--- src/rtl/encinj_pkg.sv ---
package encinj_pkg;

    localparam int NUM_FIELDS = 4;
    localparam int FLD_W      = 2;
    localparam int SEL_W      = 2;

    typedef enum logic [FLD_W-1:0] {
        FLD_HDR  = 2'd0,
        FLD_PAY  = 2'd1,
        FLD_EFCS = 2'd2,
        FLD_XFCS = 2'd3
    } field_e;

    // Payload is locked to its first byte; other fields honour the selector.
    function automatic logic uses_selector(input field_e f);
        return f != FLD_PAY;
    endfunction

endpackage

--- src/rtl/encinj_arm.sv ---
module encinj_arm (
    input  logic clk,
    input  logic rst,
    input  logic trig,
    input  logic hit,
    output logic trig_prev,
    output logic pend
);
    logic rise;

    assign rise = trig & ~trig_prev;

    always_ff @(posedge clk) begin
        if (rst) begin
            trig_prev <= 1'b0;
            pend      <= 1'b0;
        end else begin
            trig_prev <= trig;
            pend      <= rise | (pend & ~hit);
        end
    end
endmodule

--- src/rtl/encinj_match.sv ---
module encinj_match
    import encinj_pkg::*;
#(
    parameter int IDX_W = 8
) (
    input  logic                  in_valid,
    input  logic [FLD_W-1:0]      in_field,
    input  logic [IDX_W-1:0]      in_idx,
    input  logic [NUM_FIELDS-1:0] field_en,
    input  logic [SEL_W-1:0]      byte_sel,
    output logic                  match
);
    logic [NUM_FIELDS-1:0] fld_hit;

    for (genvar g = 0; g < NUM_FIELDS; g++) begin : g_fld
        localparam field_e FCODE = field_e'(g);
        logic [IDX_W-1:0] want;
        assign want       = uses_selector(FCODE) ? IDX_W'(byte_sel) : '0;
        assign fld_hit[g] = field_en[g] && (in_field == FCODE) && (in_idx == want);
    end

    assign match = in_valid && (|fld_hit);
endmodule

--- src/rtl/encinj_xor_stage.sv ---
module encinj_xor_stage
    import encinj_pkg::*;
#(
    parameter int DATA_W = 8,
    parameter int IDX_W  = 8
) (
    input  logic              clk,
    input  logic              rst,
    input  logic              in_valid,
    input  logic [DATA_W-1:0] in_data,
    input  logic [FLD_W-1:0]  in_field,
    input  logic [IDX_W-1:0]  in_idx,
    input  logic              hit,
    input  logic [DATA_W-1:0] err_pat,
    output logic              out_valid,
    output logic [DATA_W-1:0] out_data,
    output logic [FLD_W-1:0]  out_field,
    output logic [IDX_W-1:0]  out_idx
);
    logic [DATA_W-1:0] mask;

    assign mask = hit ? err_pat : '0;

    always_ff @(posedge clk) begin
        if (rst) begin
            out_valid <= 1'b0;
            out_data  <= '0;
            out_field <= '0;
            out_idx   <= '0;
        end else begin
            out_valid <= in_valid;
            out_data  <= in_data ^ mask;
            out_field <= in_field;
            out_idx   <= in_idx;
        end
    end
endmodule

--- src/rtl/enc_err_inject.sv ---
module enc_err_inject
    import encinj_pkg::*;
#(
    parameter int DATA_W = 8,
    parameter int IDX_W  = 8
) (
    input  logic                  clk,
    input  logic                  rst,
    input  logic                  in_valid,
    input  logic [DATA_W-1:0]     in_data,
    input  logic [FLD_W-1:0]      in_field,
    input  logic [IDX_W-1:0]      in_idx,
    input  logic [NUM_FIELDS-1:0] field_en,
    input  logic [SEL_W-1:0]      byte_sel,
    input  logic [DATA_W-1:0]     err_pat,
    input  logic                  trig,
    output logic                  out_valid,
    output logic [DATA_W-1:0]     out_data,
    output logic [FLD_W-1:0]      out_field,
    output logic [IDX_W-1:0]      out_idx
);
    logic match;
    logic pend;
    logic hit;
    logic trig_prev;

    assign hit = pend & match;

    encinj_arm u_arm (
        .clk       (clk),
        .rst       (rst),
        .trig      (trig),
        .hit       (hit),
        .trig_prev (trig_prev),
        .pend      (pend)
    );

    encinj_match #(.IDX_W(IDX_W)) u_match (
        .in_valid (in_valid),
        .in_field (in_field),
        .in_idx   (in_idx),
        .field_en (field_en),
        .byte_sel (byte_sel),
        .match    (match)
    );

    encinj_xor_stage #(.DATA_W(DATA_W), .IDX_W(IDX_W)) u_xor (
        .clk       (clk),
        .rst       (rst),
        .in_valid  (in_valid),
        .in_data   (in_data),
        .in_field  (in_field),
        .in_idx    (in_idx),
        .hit       (hit),
        .err_pat   (err_pat),
        .out_valid (out_valid),
        .out_data  (out_data),
        .out_field (out_field),
        .out_idx   (out_idx)
    );
endmodule

--- config.mk ---
export PLATFORM = sky130hd
export DESIGN_NAME = enc_err_inject
export DESIGN_NICKNAME = d
export VERILOG_FILES = /design/src/rtl/encinj_pkg.sv /design/src/rtl/encinj_arm.sv /design/src/rtl/encinj_match.sv /design/src/rtl/encinj_xor_stage.sv /design/src/rtl/enc_err_inject.sv
export SDC_FILE = /design/constraint.sdc
export NUM_CORES = 1
export LEC_CHECK = 0
export BUFFER_PORTS_ARGS = -buffer_cell sky130_fd_sc_hd__clkbuf_2
export CAP_MARGIN = 30
export CELL_PAD_IN_SITES_DETAIL_PLACEMENT = 1
export CELL_PAD_IN_SITES_GLOBAL_PLACEMENT = 2
export CORE_ASPECT_RATIO = 0.8
export CORE_MARGIN = 2
export CORE_UTILIZATION = 20
export DETAILED_ROUTE_END_ITERATION = 16
export GPL_TIMING_DRIVEN = 1
export PLACE_DENSITY_LB_ADDON = 0.25
export RECOVER_POWER = 50
export SYNTH_ARGS = -nofsm -noshare
export SYNTH_HDL_FRONTEND = slang
export SYNTH_SLANG_ARGS = --single-unit
export TNS_END_PERCENT = 50
--- constraint.sdc ---
create_clock -name clk -period 1.92 [get_ports clk]
set_input_delay 0.192 -clock clk [delete_from_list [all_inputs] [get_ports clk]]
set_output_delay 0.192 -clock clk [all_outputs]
set_load 0.02 [all_outputs]
==> results by group, run 1 <==
Global route
  • Vias in the first global route: around 800
  • Largest net degree at the start of global routing: 22
  • Initial antenna violation count: 0
  • Gr ovfl total: 0
  • GRT Overall Usage: 9.92%
  • First-pass GRT wire length: ~3.4 mm

Power
  • Max IR drop VDD: around 0.26 mV
  • Clock Power Share: 32.4%
  • Tot Pwr: just under 900 µW
  • P_sw: between 200 and 250 µW
  • Pwr dens: between 700 and 800 mW/mm²
  • Register share of total power: between 50% and 60%
  • Lkg Pwr: 0.000502 µW
  • Int Power: between 600 and 700 µW
  • Switching share of power: 25.3%
  • Combinational share of power: between 10% and 20%

STA
  • Final min period: 1.65 ns
  • RSZ-0062 raised after global routing: false
  • # setup viols final: 0
  • Worst Tran Pin Value: roughly 0.91 ns
  • Final Hold Fails: 0
  • Fin crit share: about 86%
  • Clk_skew: about 0.0026 ns
  • FMAX: roughly 0.6 GHz
  • Slew Limit Fails: 0
  • Worst rel slew slack: between 30 and 40%

Detailed routing
  • Final WL: 2.10 mm
  • Pre-antenna DRT Iters: 4
  • DR WL/cell: ~11 µm
  • Iter 0 DRT Violations: 13
  • Via Count: 800
  • Remaining antenna violation count: 0
  • Vias/cell: between 4 and 5
  • Residual DRC: 0

Placement
  • HPWL after detailed placement: around 1.7 mm
  • RePlAce Congestion: approximately 0.69
  • Placed insts: between 150 and 200
  • # port buffers: 54

Setup path
  • CP endpoint kind: flip-flop
  • Worst setup SP type: input port
  • CP max stage cell: or4b_1
  • Critical Path AT: around 1.8 ns
  • Crit path max fanout: 8
  • Top cell family by delay on the critical path: simple AND/OR/NAND/NOR gates
  • Crit-path max cell delay: 0.53 ns
  • WS Path Type: in2reg
  • Worst Path Buf+Inv: 1
  • Cells along the critical path: clkbuf_2 -> or4b_1 -> and4bb_1 -> nand2_1 -> or3_1 -> a21oi_1
  • CP required: around 2.1 ns

Logic synthesis
  • Number of synthesized flops with an enable pin: 0
  • Mux contribution to synthesized area: 0%
  • Seq/Total Area, Yosys: between 50% and 60%
  • FFs w/ async S/R, synth: 0%
  • Synth area leaders: dfxtp_1 53%, nor2b_1 9.5%, o21ai_0 7.6%
  • Most used DFF post-synth: dfxtp_1
  • Synth Net Count: 123
  • Netlist cell types: 18
  • Synth Area per Inst: 9.09 µm²
  • Simple-Gate Fraction of Synth Area: 26.7%
  • Xor and xnor area share after synthesis: between 2 and 2.5%
  • Adder-Cell Fraction of Synth Area: 0%
  • Yosys top cell area share: between 50% and 60%
  • Synth Cell Area: about 790 µm²
  • Synth Instances: a little under 90
  • Yosys warnings: 0
  • Dominant cell by count in the synthesized netlist: dfxtp_1
  • Post-synth top cells: 21 x dfxtp_1, 12 x nor2b_1, 12 x o21ai_0, 9 x a21oi_1, 9 x nand2_1
  • Register bit total from synthesis: 21
  • Compound-cell area share of the yosys netlist: between 10% and 20%
  • Main combinational cell family by area after synthesis: simple AND/OR/NAND/NOR gates
  • Yosys top cell by area: dfxtp_1

Clock network
  • CTS tree: done
  • Clock root buffer: clkbuf_8
  • Clock Sinks: 21
  • # resized after CTS: 0
  • Clock buffer depth: 2
  • Post-CTS Repair Setup Buffers: 0
  • Skew-Pair Late Insertion Delay: between 0.2 and 0.3 ns
  • Num CTS Buffers: 3
  • H-tree depth: 1
  • CTS clk-pin slew, worst paths: ~0.080 ns
  • # hold bufs at CTS: 0

Floorplan
  • Row cnt: 20
  • Io pins: 55
  • Starting density of the core: between 20 and 25%
  • Die W: 74.3 µm
  • Die Footprint: around 0.0045 mm²
  • Die Y: about 60 µm
  • Core ar.: 0.00380 mm²

Layout
  • Share of cells above drive strength 1: a little over a third
  • Final Instance Count excl. Fillers: 197
  • # fillers: around 480
  • Ant diodes: 0
  • Layout overhead on the synthesized area: 45.4%
  • Register area: 420 µm²
  • # nets final: 179
  • Multi-input logic area: approximately 340 µm²
  • Util after Layout: a little under a third

Min path
  • Min-Delay Path Class: in2reg

Flow run
  • # Max-Cap Violations: 0

Status
  • Outcome: finished, final reports clean
[final timing paths]
path / start / to / slack [ns] / cells after the start
worst max-delay path: in_idx[4] / u_xor.out_data[1] / 0.27 / 6
worst max register to register: u_arm.pend / u_xor.out_data[1] / 0.58 / 4
worst min register to register: u_arm.trig_prev / u_arm.pend / 0.43 / 1
worst min-delay path: trig / u_arm.trig_prev / 0.15 / 3
[worst reg2reg max path, stage by stage, from the launching register on]
cell and delay [ns]:
dfxtp_1 0.33, and4bb_1 0.38, nand2_1 0.11, or3_1 0.32
a21oi_1 0.14
[state kept, by name, indices dropped and copies added (netlist names)]
signal,cells
u_xor.out_idx,8
u_arm.pend,1
u_xor.out_field,2
u_xor.out_data,8
u_xor.out_valid,1
u_arm.trig_prev,1
[final cells by class]
type,instances,share of cell area [%]
timing repair buffer,55,23.2
tap,55,5.98
multi-input combinational,60,29.6
clock inverter,1,0.435
clock buffer,3,3.59
sequential,21,36.6
inverter,2,0.653
[per-layer routing]
layer / wire, µm / track usage [%] / part of all wire [%]
met4: 0 / 4.59 / 0
met3: 156 / 2.53 / 7.4
met5: 0 / 0 / 0
met1: 896 / 10.9 / 43
met2: 1050 / 18.0 / 50
[per-stage QoR]
step	cell area [µm²]	setup WS [ns]	setup TNS (ns)	hold WS, ns
6_report	1150	0.270	0	0.151
3_5_place_dp	1110	-0.0202	-0.0709	0.420
2_1_floorplan	791	0.297	0	0.308
4_1_cts	1160	0.251	0	0.152
5_1_grt	1150	0.108	0	0.161
3_3_place_gp	1110	0.00440	0	0.407
[cell usage in the layout, fill, tap and decap left out]
cell,instances
nor2b_1,12
inv_1,2
or3_1,8
or4_1,1
a21oi_1,9
clkbuf_2,45
clkbuf_1,9
or4b_1,1
nor4_1,1
xnor2_1,1
o21ai_0,12
buf_4,1
dfxtp_1,21
clkinv_2,1
a31oi_1,1
nand2b_1,2
xor2_1,1
and4bb_1,1
clkbuf_8,3
nor2_1,1
nand2_1,9
[power by group through the flow]
stage | logic [µW] | registers, µW | clock network [µW]
floorplan | 36.3 | 503 | 0
global placement | 131 | 476 | 0
detailed placement | 136 | 477 | 0
CTS | 136 | 467 | 301
global route | 147 | 468 | 322
finish | 131 | 466 | 286
[kinds of logic after synthesis]
| group | count (synthesis) |
|---|---|
| compound gates | 22 |
| xor+xnor | 2 |
| buf+inv | 6 |
| flops | 21 |
| simple gates | 36 |
(Power assumes the default switching activity.)
==> inputs of run 2 (changes only) <==
ABC_AREA = 1   (was not set)
==> run 2 against run 1 <==
Routed wire length rose by 17%; die area rose by 10%; count of clock-buffer cells in the layout did not move; clock skew fell by 0.0012 ns; sequential share of layout area fell by 2.7 points; worst setup slack improved by 0.64 ns; core utilization fell by 0.68 points; final area rose by 8.1%; combinational power rose by 14%; via count rose by 12%; global-route usage rose by 0.83 points; critical endpoint is now u_xor.out_data[5]; highest routed layer is now met4.
==> results by group, run 2 <==
Status
  • Outcome: finished, final reports clean

Min path
  • Worst Hold Depth: 3 (unchanged)
  • Hold Crit Start: in_valid
  • Min-Delay Path Class: in2reg
  • Hold EP: u_xor.out_valid

Setup path
  • Cells along the critical path: nand4_1 -> o21bai_1 -> nor2_1
  • Worst reg2reg path depth: 3 (-1)
  • Reg-to-Reg End: u_xor.out_data[5]
  • R2R setup slack: 0.91 ns (+0.33 ns)
  • Worst setup SP type: flip-flop
  • WS Path Type: reg2reg
  • Critical Path AT: 1.17 ns (-0.66 ns)
  • Crit path max fanout: 9 (+1)
  • CP max stage cell: dfxtp_1
  • CP required: 2.08 ns (-0.02 ns)
  • Crit-path max cell delay: 0.51 ns (-0.02 ns)
  • FF-to-FF Start: u_arm.pend
  • CP endpoint kind: flip-flop

Logic synthesis
  • Adder-Cell Fraction of Synth Area: 0% (unchanged)
  • Synth Cell Area: 877 µm² (+11%)
  • Yosys top cell area share: 47.9% (-5.2 points)
  • Netlist cell types: 17 (-1)
  • Number of synthesized flops with an enable pin: 0 (unchanged)
  • Synth Instances: 117 (+34%)
  • FFs w/ async S/R, synth: 0% (unchanged)
  • Compound-cell area share of the yosys netlist: 8.27% (-5.8 points)
  • Synth Net Count: 153 (+24%)
  • Synth Area per Inst: 7.50 µm² (-18%)
  • Main combinational cell family by area after synthesis: simple AND/OR/NAND/NOR gates
  • Post-synth top cells: 30 x inv_1, 22 x nor2_1, 21 x dfxtp_1, 13 x nand2_1, 10 x nand4_1
  • Dominant cell by count in the synthesized netlist: inv_1
  • Most used DFF post-synth: dfxtp_1
  • Seq/Total Area, Yosys: 47.9% (-5.2 points)
  • Mux contribution to synthesized area: 0% (unchanged)
  • Yosys top cell by area: dfxtp_1
  • Yosys warnings: 0 (unchanged)
  • Register bit total from synthesis: 21 (unchanged)
  • Synth area leaders: dfxtp_1 48%, inv_1 13%, nor2_1 9.4%
  • Xor and xnor area share after synthesis: 0.999% (-1.2 points)
  • Simple-Gate Fraction of Synth Area: 28.5% (+1.8 points)

Clock network
  • Num CTS Buffers: 3 (unchanged)
  • CTS clk-pin slew, worst paths: 0.08 ns (about the same)
  • Post-CTS Repair Setup Buffers: 0 (unchanged)
  • Clock root buffer: clkbuf_8
  • Skew-Pair Late Insertion Delay: 0.26 ns (about the same)
  • CTS tree: done
  • Clock Sinks: 21 (unchanged)
  • H-tree depth: 1 (unchanged)
  • # hold bufs at CTS: 0 (unchanged)
  • Clock buffer depth: 2 (unchanged)
  • # resized after CTS: 0 (unchanged)

Global route
  • Gr ovfl total: 0 (unchanged)
  • Largest net degree at the start of global routing: 23 (+4.5%)
  • First-pass GRT wire length: 4.17 mm (+24%)
  • GRT Overall Usage: 10.8% (+0.83 points)
  • Vias in the first global route: 992 (+24%)
  • Initial antenna violation count: 0 (unchanged)

STA
  • Fin crit share: 52.4% (-34 points)
  • Worst Tran Pin Value: 0.905 ns (-0.00759 ns)
  • Slew Limit Fails: 0 (unchanged)
  • Clk_skew: 0.00138 ns (-0.00121 ns)
  • # setup viols final: 0 (unchanged)
  • FMAX: 0.994 GHz (+64%)
  • Setup TNS: 0 ns (unchanged)
  • Final min period: 1.01 ns (-0.644 ns)
  • Final Hold Fails: 0 (unchanged)
  • RSZ-0062 raised after global routing: false
  • Worst rel slew slack: 39.7% (+0.51 points)

Detailed routing
  • Iter 0 DRT Violations: 23 (+10)
  • Met2 WL: 1.14 mm (+8.9%)
  • Via Count: 899 (+12%)
  • Pre-antenna DRT Iters: 2 (-2)
  • Top Layer Used: met4
  • Remaining antenna violation count: 0 (unchanged)
  • DR WL/cell: 10.7 µm (+0.40%)
  • Metal3 WL: 228 µm (+46%)
  • Final WL: 2.45 mm (+17%)
  • Vias/cell: 3.93 (-3.3%)
  • Metal1 wirelength: 1.05 mm (+17%)
  • Residual DRC: 0 (unchanged)

Placement
  • RePlAce Congestion: 0.683 (-0.44%)
  • HPWL after detailed placement: 2.02 mm (+17%)
  • Placed insts: 225 (+17%)
  • # port buffers: 54 (unchanged)

Power
  • Max IR drop VDD: 0.278 mV (+7.9%)
  • Lkg Pwr: 0.000690 µW (+37%)
  • Pwr dens: 732 mW/mm² (-4.7%)

Layout
  • Most frequent cells in the layout: 46 x clkbuf_2, 30 x inv_1, 22 x nor2_1, 21 x dfxtp_1, 13 x nand2_1
  • Util after Layout: 29.6% (-0.68 points)
  • Final Instance Count excl. Fillers: 229 (+16%)
  • Ant diodes: 0 (unchanged)
  • Most common cell after layout, fill and taps aside: clkbuf_2
  • # nets final: 209 (+17%)
  • Largest regs: u_xor.out_data: 8 flops, u_xor.out_idx: 8 flops, u_xor.out_field: 2 flops
  • # fillers: 547 (+13%)
  • Share of cells above drive strength 1: 31.4% (-3.8 points)
  • Layout overhead on the synthesized area: 41.7%

Floorplan
  • Starting density of the core: 20.9% (+0.074 points)
  • Core ar.: 0.00420 mm² (+11%)
  • Row cnt: 21 (+5.0%)
  • Die W: 78.0 µm (+5.0%)
  • Die Footprint: 0.00493 mm² (+10%)
  • Io pins: 55 (unchanged)
  • Die Y: 63.2 µm (+5.0%)

Flow run
  • # Max-Cap Violations: 0 (unchanged)
[run 2: changes by cell type after synthesis, sizes merged, moves of 3 or more]
cell,before,now
a21oi,9,0
nor2,1,24
or3,8,0
o21ai,12,1
inv,2,30
o21bai,0,8
nand2,9,14
nand3,0,3
nand4,0,10
nor2b,12,0
[run 2: logic make-up (layout without fill, tap and decap cells)]
| family | after synthesis | in the layout |
|---|---|---|
| AND/OR/NAND/NOR | 52 | 52 |
| buffers and inverters | 33 | 88 |
| flip-flops | 21 | 21 |
| AO/OA/AOI/OAI | 10 | 10 |
| XOR/XNOR | 1 | 1 |
[run 2: how the worst max path moves through the flow]
stage	start	end	slack (ns)
CTS	u_arm.pend	u_xor.out_data[5]	0.92
global route	rst	u_arm.pend	0.77
detailed placement	in_field[0]	u_xor.out_data[5]	0.68
floorplan	in_idx[4]	u_xor.out_data[0]	0.96
global placement	in_idx[5]	u_xor.out_data[3]	0.72
finish	u_arm.pend	u_xor.out_data[5]	0.91
[run 2: layer usage]
layer  up-vias  track usage [%]
li1        463                -
met1       400             12.0
met2        32             18.0
met3         4             5.44
met4         0             3.29
met5         -                0
[run 2: report_power, final]
part	internal [µW]	switching (µW)
logic	60.4	88.4
clock network	145	145
registers	460	11.0
[run 2: worst max-delay path: cells and delay by family (launching register included)]
kind / cells / cell delay (ns)
AND/OR/NAND/NOR: 2 / 0.23
flip-flops: 1 / 0.51
AO/OA/AOI/OAI: 1 / 0.16
[run 2: layout make-up]
class	instances	area (µm²)	area share [%]
clock buffer	3	41.3	3.32
multi-input combinational	63	332	26.7
clock inverter	1	5.00	0.403
inverter	30	113	9.06
timing repair buffer	54	260	20.9
sequential	21	420	33.8
tap	57	71.3	5.74
[run 2: through the flow]
step | cell area (µm²) | power [µW] | setup slack [ns] | hold WS (ns)
4_1_cts | 1250 | 941 | 0.917 | 0.117
3_3_place_gp | 1210 | 631 | 0.722 | 0.406
3_5_place_dp | 1210 | 635 | 0.677 | 0.410
2_1_floorplan | 877 | 563 | 0.963 | 0.299
5_1_grt | 1240 | 979 | 0.768 | 0.130
6_report | 1240 | 909 | 0.914 | 0.130
